==> config.mk <==
export PLATFORM = sky130hd
export DESIGN_NAME = dac_code_latch
export DESIGN_NICKNAME = d
export VERILOG_FILES = /design/src/rtl/dac_latch_pkg.sv /design/src/rtl/dac_latch_ctrl.sv /design/src/rtl/dac_latch_datapath.sv /design/src/rtl/dac_code_latch.sv
export SDC_FILE = /design/constraint.sdc
export NUM_CORES = 1
export LEC_CHECK = 0
export BUFFER_PORTS_ARGS = -buffer_cell sky130_fd_sc_hd__buf_4
export CORE_MARGIN = 2
export CORE_UTILIZATION = 35
export DETAILED_ROUTE_END_ITERATION = 6
export PLACE_DENSITY = 0.6
export RECOVER_POWER = 100
export SLEW_MARGIN = 10
export SYNTH_ARGS = -nofsm -noshare
export SYNTH_HDL_FRONTEND = slang
export SYNTH_SLANG_ARGS = --single-unit
==> constraint.sdc <==
create_clock -name clk -period 3.9 [get_ports clk]
set_input_delay 0.975 -clock clk [delete_from_list [all_inputs] [get_ports clk]]
set_output_delay 0.975 -clock clk [all_outputs]
set_load 0.05 [all_outputs]
==> src/rtl/dac_latch_pkg.sv <==
package dac_latch_pkg;

  localparam int ADDR_CTRL = 0;
  localparam int ADDR_LOW  = 1;
  localparam int ADDR_HIGH = 2;

  localparam int CTRL_EN_BIT   = 7;
  localparam int CTRL_MODE_LSB = 3;
  localparam int CTRL_FMT_LSB  = 0;
  localparam logic [2:0] FMT_LEFT = 3'b111;

  typedef enum logic [1:0] {
    UPD_ON_HIGH = 2'b00,
    UPD_ON_TMR3 = 2'b01,
    UPD_ON_TMR4 = 2'b10,
    UPD_ON_TMR2 = 2'b11
  } updMode_e;

  typedef struct packed {
    logic ldLow;
    logic ldHigh;
    logic xfer;
    logic leftJust;
  } dacStrobe_t;

endpackage

==> src/rtl/dac_latch_ctrl.sv <==
module dac_latch_ctrl
  import dac_latch_pkg::*;
#(
  parameter int ADDR_W = 2,
  parameter int BYTE_W = 8
) (
  input  logic              clk,
  input  logic              rstN,
  input  logic              wrEn,
  input  logic [ADDR_W-1:0] wrAddr,
  input  logic [BYTE_W-1:0] wrData,
  input  logic              tmr2Ovf,
  input  logic              tmr3Ovf,
  input  logic              tmr4Ovf,
  output dacStrobe_t        strb,
  output logic              enOut,
  output updMode_e          modeOut
);

  logic     enQ;
  updMode_e modeQ;
  logic [2:0] fmtQ;

  logic selCtrl, selLow, selHigh;
  logic updEvent;

  assign selCtrl = wrEn && (wrAddr == ADDR_W'(ADDR_CTRL));
  assign selLow  = wrEn && (wrAddr == ADDR_W'(ADDR_LOW));
  assign selHigh = wrEn && (wrAddr == ADDR_W'(ADDR_HIGH));

  always_ff @(posedge clk) begin
    if (!rstN) begin
      enQ   <= 1'b0;
      modeQ <= UPD_ON_HIGH;
      fmtQ  <= 3'b000;
    end else if (selCtrl) begin
      enQ   <= wrData[CTRL_EN_BIT];
      modeQ <= updMode_e'(wrData[CTRL_MODE_LSB +: 2]);
      fmtQ  <= wrData[CTRL_FMT_LSB +: 3];
    end
  end

  always_comb begin
    unique case (modeQ)
      UPD_ON_HIGH: updEvent = selHigh;
      UPD_ON_TMR3: updEvent = tmr3Ovf;
      UPD_ON_TMR4: updEvent = tmr4Ovf;
      UPD_ON_TMR2: updEvent = tmr2Ovf;
      default:     updEvent = 1'b0;
    endcase
  end

  assign strb.ldLow    = selLow;
  assign strb.ldHigh   = selHigh;
  assign strb.xfer     = enQ && updEvent;
  assign strb.leftJust = (fmtQ == FMT_LEFT);

  assign enOut   = enQ;
  assign modeOut = modeQ;

  // the enable flag follows bit 7 of the last control write
  a_r2_enable_follows_write: assert property (@(posedge clk) disable iff (!rstN)
    selCtrl |=> (enOut == $past(wrData[CTRL_EN_BIT])));

endmodule

==> src/rtl/dac_latch_datapath.sv <==
module dac_latch_datapath
  import dac_latch_pkg::*;
#(
  parameter int BYTE_W = 8,
  parameter int CODE_W = 12
) (
  input  logic              clk,
  input  logic              rstN,
  input  dacStrobe_t        strb,
  input  logic [BYTE_W-1:0] wrData,
  output logic [CODE_W-1:0] codeOut
);

  localparam int EXTRA_W = CODE_W - BYTE_W;

  logic [BYTE_W-1:0] lowQ, highQ, lowNext, highNext;
  logic [CODE_W-1:0] codeQ, assembled;

  assign lowNext  = strb.ldLow  ? wrData : lowQ;
  assign highNext = strb.ldHigh ? wrData : highQ;

  generate
    if (EXTRA_W > 0 && EXTRA_W <= BYTE_W) begin : g_pack
      always_comb begin
        if (strb.leftJust)
          assembled = {highNext, lowNext[BYTE_W-1 -: EXTRA_W]};
        else
          assembled = {highNext[EXTRA_W-1:0], lowNext};
      end
    end else begin : g_bad_width
      initial $error("dac_latch_datapath: CODE_W must lie in (BYTE_W, 2*BYTE_W]");
      assign assembled = '0;
    end
  endgenerate

  always_ff @(posedge clk) begin
    if (!rstN) begin
      lowQ  <= '0;
      highQ <= '0;
      codeQ <= '0;
    end else begin
      lowQ  <= lowNext;
      highQ <= highNext;
      if (strb.xfer) codeQ <= assembled;
    end
  end

  assign codeOut = codeQ;

endmodule

==> src/rtl/dac_code_latch.sv <==
module dac_code_latch
  import dac_latch_pkg::*;
#(
  parameter int ADDR_W = 2,
  parameter int BYTE_W = 8,
  parameter int CODE_W = 12
) (
  input  logic              clk,
  input  logic              rstN,
  input  logic              wrEn,
  input  logic [ADDR_W-1:0] wrAddr,
  input  logic [BYTE_W-1:0] wrData,
  input  logic              tmr2Ovf,
  input  logic              tmr3Ovf,
  input  logic              tmr4Ovf,
  output logic [CODE_W-1:0] dacCode,
  output logic              dacEnabled
);

  localparam int EXTRA_W = CODE_W - BYTE_W;

  dacStrobe_t strb;
  updMode_e   curMode;

  dac_latch_ctrl #(.ADDR_W(ADDR_W), .BYTE_W(BYTE_W)) uCtrl (
    .clk(clk), .rstN(rstN), .wrEn(wrEn), .wrAddr(wrAddr), .wrData(wrData),
    .tmr2Ovf(tmr2Ovf), .tmr3Ovf(tmr3Ovf), .tmr4Ovf(tmr4Ovf),
    .strb(strb), .enOut(dacEnabled), .modeOut(curMode)
  );

  dac_latch_datapath #(.BYTE_W(BYTE_W), .CODE_W(CODE_W)) uData (
    .clk(clk), .rstN(rstN), .strb(strb), .wrData(wrData), .codeOut(dacCode)
  );

  logic highWr;
  assign highWr = wrEn && (wrAddr == ADDR_W'(ADDR_HIGH));

  // disabled output never moves
  a_r9_hold_when_off: assert property (@(posedge clk) disable iff (!rstN)
    !dacEnabled |=> $stable(dacCode));

  // in write-triggered mode only a high write moves the output
  a_r3_only_high_updates: assert property (@(posedge clk) disable iff (!rstN)
    (curMode == UPD_ON_HIGH && !highWr) |=> $stable(dacCode));

  // in a timer mode nothing moves the output without an overflow pulse
  a_r4_no_pulse_no_change: assert property (@(posedge clk) disable iff (!rstN)
    (curMode != UPD_ON_HIGH && !(tmr2Ovf || tmr3Ovf || tmr4Ovf)) |=> $stable(dacCode));

  // right-justified high write places the high byte's low bits on top
  a_r6_right_top_bits: assert property (@(posedge clk) disable iff (!rstN)
    (dacEnabled && curMode == UPD_ON_HIGH && highWr && !strb.leftJust)
      |=> (dacCode[CODE_W-1 -: EXTRA_W] == $past(wrData[EXTRA_W-1:0])));

endmodule

# After elaboration in Yosys (flattened, before gate mapping)
# Index checks and enable logic that the tools add are counted.
# W data, S select, Z words.
[totals]
regBits = 34
output_inout_bits = 13
[op_classes]
n_eq_ne = 6
n_mux = 4
reduce_logical = 6
[ops]
columns = ["operator", "n"]
rows = [
  ["$mux W8", 2],
  ["$mux W12", 1],
  ["$eq A2 B2 Y1 const B", 3],
  ["$eq A2 B1 Y1 const B", 2],
  ["$logic_and A1 B1 Y1", 4],
  ["$logic_not A2 Y1", 2],
  ["$pmux W1 S4", 1],
  ["$eq A3 B3 Y1 const B", 1],
]

# Logic depth before layout (Yosys ltp)
[depth]
word_depth = 4
ltp_mapped = 6

# Modules after synthesis
# Synthesis repeated with hierarchy kept, for this count alone.
[hier_totals]
hier_cells = 124
area_unflattened_um2 = 1438.9
[by_module_without_submodules]
columns = ["module", "n_inst", "cells_per_inst", "area_each_um2", "seq_area_each_um2"]
rows = [
  ["dac_latch_datapath", 1, 94, 1131.1, 560.5],
  ["dac_latch_ctrl", 1, 30, 307.8, 120.1],
]

# Least setup slack after synthesis
# No wires, ideal clock.
[synth_path]
path_type = "input to register"
startpoint = "in wrAddr[0]"
endpoint = "reg uData.codeQ[10] (netlist: uData.codeOut[10])"
setup_time_ns = 0.117
t_arrival_ns = 1.831
required_time_ns = 3.783
path_slack_ns = 1.953
cell_stages = 5
path_buffers = 1
cell_sequence = "nand4bb_1 > a221oi_2 > nor2b_1 > buf_6 > a22o_1"
[synth_between]
elab_chain_cells = 4
elab_cells_between_ends = 6
[synth_lines]
columns = ["item", "line_no", "text"]
rows = [
  ["start, declared", "dac_code_latch.sv:11", "input logic [ADDR_W-1:0] wrAddr,"],
  ["$eq A2 B2 Y1 *", "dac_latch_ctrl.sv:29", "assign selHigh = wrEn && (wrAddr == ADDR_W'(ADDR_HIGH));"],
  ["$logic_and A1 B1 Y1 *", "dac_latch_ctrl.sv:29", ""],
  ["$pmux W1 S4 or $mux W8 (tied branches)", "dac_latch_ctrl.sv:44, dac_latch_datapath.sv:20", ""],
  ["$logic_and A1 B1 Y1 or $mux W12 (tied branches)", "dac_latch_ctrl.sv:55, dac_latch_datapath.sv:25", ""],
  ["end signal, assigned", "dac_latch_datapath.sv:44", "if (strb.xfer) codeQ <= assembled;"],
  ["end, declared", "dac_latch_datapath.sv:17", "logic [CODE_W-1:0] codeQ, assembled;"],
]
# Mark *: on every way between the ends. The rest lies on a longest branch, timed or not.
# A chain may end at the register's enable or synchronous reset.

# Worst setup path after layout
[layout_path]
startpoint = "in wrAddr[0]"
endpoint = "reg uData.codeQ[7] (netlist: uData.codeOut[7])"
[layout_between]
elab_chain_cells = 4
elab_cells_between_ends = 9
[layout_lines]
columns = ["item", "line_no", "text"]
rows = [
  ["$eq A2 B2 Y1 or $eq A2 B1 Y1 (tied branches)", "dac_latch_ctrl.sv:29, dac_latch_ctrl.sv:28", ""],
  ["$logic_and A1 B1 Y1 (on tied branches)", "dac_latch_ctrl.sv:29, dac_latch_ctrl.sv:28", ""],
  ["$pmux W1 S4, or another cell as far along", "dac_latch_ctrl.sv:44", "unique case (modeQ)"],
  ["$logic_and A1 B1 Y1 or $mux W12 (tied branches)", "dac_latch_ctrl.sv:55, dac_latch_datapath.sv:25", ""],
]
# Parallel ways exist; a longest one is shown, timed or not.

==> insert_results.sql <==
INSERT INTO impl_metrics (metric_group, metric, value, unit) VALUES
('sta', 'drv_slew', '0', ''),
('floorplanning', 'placeableCoreArea', '0.00403', 'sq mm'),
('floorplanning', 'initial_core_utilization', '36.7', '%'),
('synth', 'post_synth_num_cell_types', '23', ''),
('synth', 'synthArstFlopShare', '0', '%'),
('route', 'detail_route.first_pass.iterations', '4', ''),
('synth', 'netlist.top_cell.by_area', 'dfxtp_1', ''),
('synth', 'syn_area', '0.00148', 'sq mm'),
('route', 'vias', '1158', ''),
('critical_path', 'critPathLaunchType', 'input pin', ''),
('synth', 'synth_top_area_share', '46.1', '%'),
('global_route', 'grt_max_degree', '25', ''),
('clock_network', 'clock_insertion_delay_at_the_later_pin_of_the_skew_report', '0.29', 'ns'),
('sta', 'grt_setup_unrepaired', 'no', ''),
('sta', 'timing.final.crit_share', '59.6', '%'),
('synth', 'dominantRegCellSynth', 'dfxtp_1', ''),
('synth', 'post_synth_inst_count', '148', ''),
('global_route', 'antenna_found_initial', '0', ''),
('power_and_ir_drop', 'pwr_density_cell', '403', 'mW/mm^2'),
('hold_path', 'min_path_type', 'flop to flop', ''),
('layout', 'antenna_cells', '0', ''),
('power_and_ir_drop', 'ir_worst_vdd', '0.233', 'mV'),
('route', 'drt_drc_violations_left', '0', ''),
('placement', 'detailed_place_hpwl', '2280', 'um'),
('layout', 'fillerInstances', '422', ''),
('sta', 'setup_total_negative_slack', '0', 'ns'),
('run', 'drv_cap', '0', ''),
('route', 'detail_route.iter0.violations', '23', ''),
('layout', 'fin_nets', '190', ''),
('synth', 'synth_enable_flop_cells', '0', ''),
('route', 'post_drt_wl_per_cell', '15.2', 'um'),
('critical_path', 'timing.critical_path.fanout_max', '16', ''),
('layout', 'postLayoutCoreUtil', '42.5', '%'),
('floorplanning', 'num_rows', '23', ''),
('synth', 'yosys-top-cells-area', 'dfxtp_1 (46%), mux2i_1 (15%), nor2b_1 (9.7%)', ''),
('synth', 'synthesis.nets', '164', ''),
('clock_network', 'clkSlewWorstSetupHoldPaths', '0.07', 'ns'),
('clock_network', 'cts-resized-gates', '0', ''),
('global_route', 'grt_use_total', '16.3', '%'),
('sta', 'setup_violations', '0', ''),
('clock_network', 'cts_hold_buffers', '0', ''),
('power_and_ir_drop', 'static-leakage-power', '0.738', 'nW'),
('sta', 'period_minus_slack', '2.32', 'ns'),
('sta', 'slew_headroom', '15.4', '%'),
('critical_path', 'worst-endpoint-required', '4.08', 'ns'),
('layout', 'drive_above_1_share', '12.6', '%'),
('synth', 'post_synthesis_average_cell_area', '9.98', 'sq um'),
('floorplanning', 'die_w', '69.0', 'um'),
('placement', 'gp_congestion', '0.714', ''),
('floorplanning', 'fp.dieH', '69.0', 'um'),
('critical_path', 'timing.critical_path.to_type', 'flop', ''),
('synth', 'synth-seq-cells', '34', ''),
('sta', 'worst_clock_skew', '0.00506', 'ns'),
('layout', 'area_growth_syn_to_layout', '15.7', '%'),
('placement', 'port-buffer-count', '28', ''),
('power_and_ir_drop', 'total_power', '0.689', 'mW'),
('clock_network', 'cts_tree', 'yes', ''),
('synth', 'synth.top_cells.by_count', 'dfxtp_1 (34), nand2_1 (28), nor2b_1 (23)', ''),
('route', 'via_density_per_instance', '5.15', ''),
('synth', 'seq_area_frac_synth', '46.1', '%'),
('global_route', 'first_pass_grt_wire_length', '5490', 'um'),
('run_status', 'run_status', 'finished, final reports clean', ''),
('floorplanning', 'area_enclosed_by_the_die_boundary', '0.00476', 'sq mm'),
('floorplanning', 'floorplan.io_pins', '29', ''),
('sta', 'fmax', '0.430', 'GHz'),
('critical_path', 'setup.worst_path.class', 'input pin to flop', ''),
('route', 'postRouteAntennaNets', '0', ''),
('critical_path', 'critPathArrivalTime', '2.51', 'ns'),
('clock_network', 'tritoncts.num_buffers', '5', ''),
('clock_network', 'cts_max_path_buffers', '2', ''),
('clock_network', 'cts_htree_levels', '2', ''),
('global_route', 'grt_pass1_vias', '1139', ''),
('sta', 'worst-slew-pin-transition', '1.27', 'ns'),
('clock_network', 'root_buffer', 'clkbuf_8', ''),
('synth', 'synth_most_common_cell', 'dfxtp_1', ''),
('clock_network', 'clock-sinks', '34', ''),
('clock_network', 'postCtsSetupBuffers', '0', ''),
('route', 'drt-total-wl', '3410', 'um'),
('global_route', 'grt_overflow_total', '0', ''),
('synth', 'yosysWarnings', '0', ''),
('sta', 'finalHoldViolations', '0', '');
[power by group]
group / switching [mW] / internal [mW] / total (mW)
Clock: 0.129 / 0.142 / 0.270
Combinational: 0.0320 / 0.0276 / 0.0596
Sequential: 0.00397 / 0.355 / 0.359
Total: 0.165 / 0.524 / 0.689
[per-stage QoR]
| step | instances | setup slack [ns] | area (sq um) | hold slack (ns) |
|---|---|---|---|---|
| 2_1_floorplan | 148 | 1.95 | 1480 | 0.483 |
| 3_3_place_gp | 217 | 1.40 | 1690 | 0.458 |
| 3_5_place_dp | 217 | 1.37 | 1690 | 0.456 |
| 4_1_cts | 225 | 1.64 | 1790 | 0.473 |
| 5_1_grt | 225 | 1.44 | 1710 | 0.503 |
| 6_report | 225 | 1.58 | 1710 | 0.474 |
[kinds of logic after synthesis]
kind of cell	share of synthesized area [%]
AO/OA/AOI/OAI	13.2
flip-flops	46.1
buffers and inverters	4.15
AND/OR/NAND/NOR	21.7
multiplexers	14.9
[critical path, cell delays in order]
cell      delay [ns]
clkbuf_1        0.11
nand3b_1        0.64
mux2i_1         0.42
nand2_1         0.09
a32o_1          0.27
[registers in the layout, summed over array words and instances, names as in the netlist]
| signal | flops |
|---|---|
| uData.lowQ | 8 |
| uCtrl.fmtQ | 3 |
| uData.highQ | 8 |
| uCtrl.enOut | 1 |
| uCtrl.modeOut | 2 |
| uData.codeOut | 12 |
[worst paths after layout]
kind	startpoint	endpoint	slack, ns	cells past startpoint
worst max-delay path	wrAddr[0]	uData.codeOut[7]	1.58	5
worst min-delay path	uData.codeOut[7]	uData.codeOut[7]	0.47	1
worst max register to register	uCtrl.modeOut[0]	uData.codeOut[10]	2.11	4
worst min register to register	uData.codeOut[7]	uData.codeOut[7]	0.47	1
[layer usage]
layer	routed length, um	global-route usage, %
met1	1630	20.8
met2	1530	25.6
met3	187	4.38
met4	61	7.35
met5	0	0
[layout make-up]
cell class | count | area [sq um] | area share (%)
sequential | 34 | 681 | 39.8
clock inverter | 2 | 12.5 | 0.732
tap | 50 | 62.6 | 3.66
inverter | 1 | 3.75 | 0.219
timing repair buffer | 28 | 154 | 9.00
multi-input combinational | 104 | 714 | 41.8
clock buffer | 6 | 82.6 | 4.83
[cells in the final DEF (no fill, tap or decap), types with 2 or more instances in the layout]
cell       n
a32oi_1    4
mux2i_1   22
clkbuf_1  15
nand3b_1   2
nand2_1   28
clkbuf_8   6
dfxtp_1   34
a21oi_1    6
nor2b_1   23
a22o_1     4
buf_4     13
a32o_1     8
(Power assumes the default switching activity.)
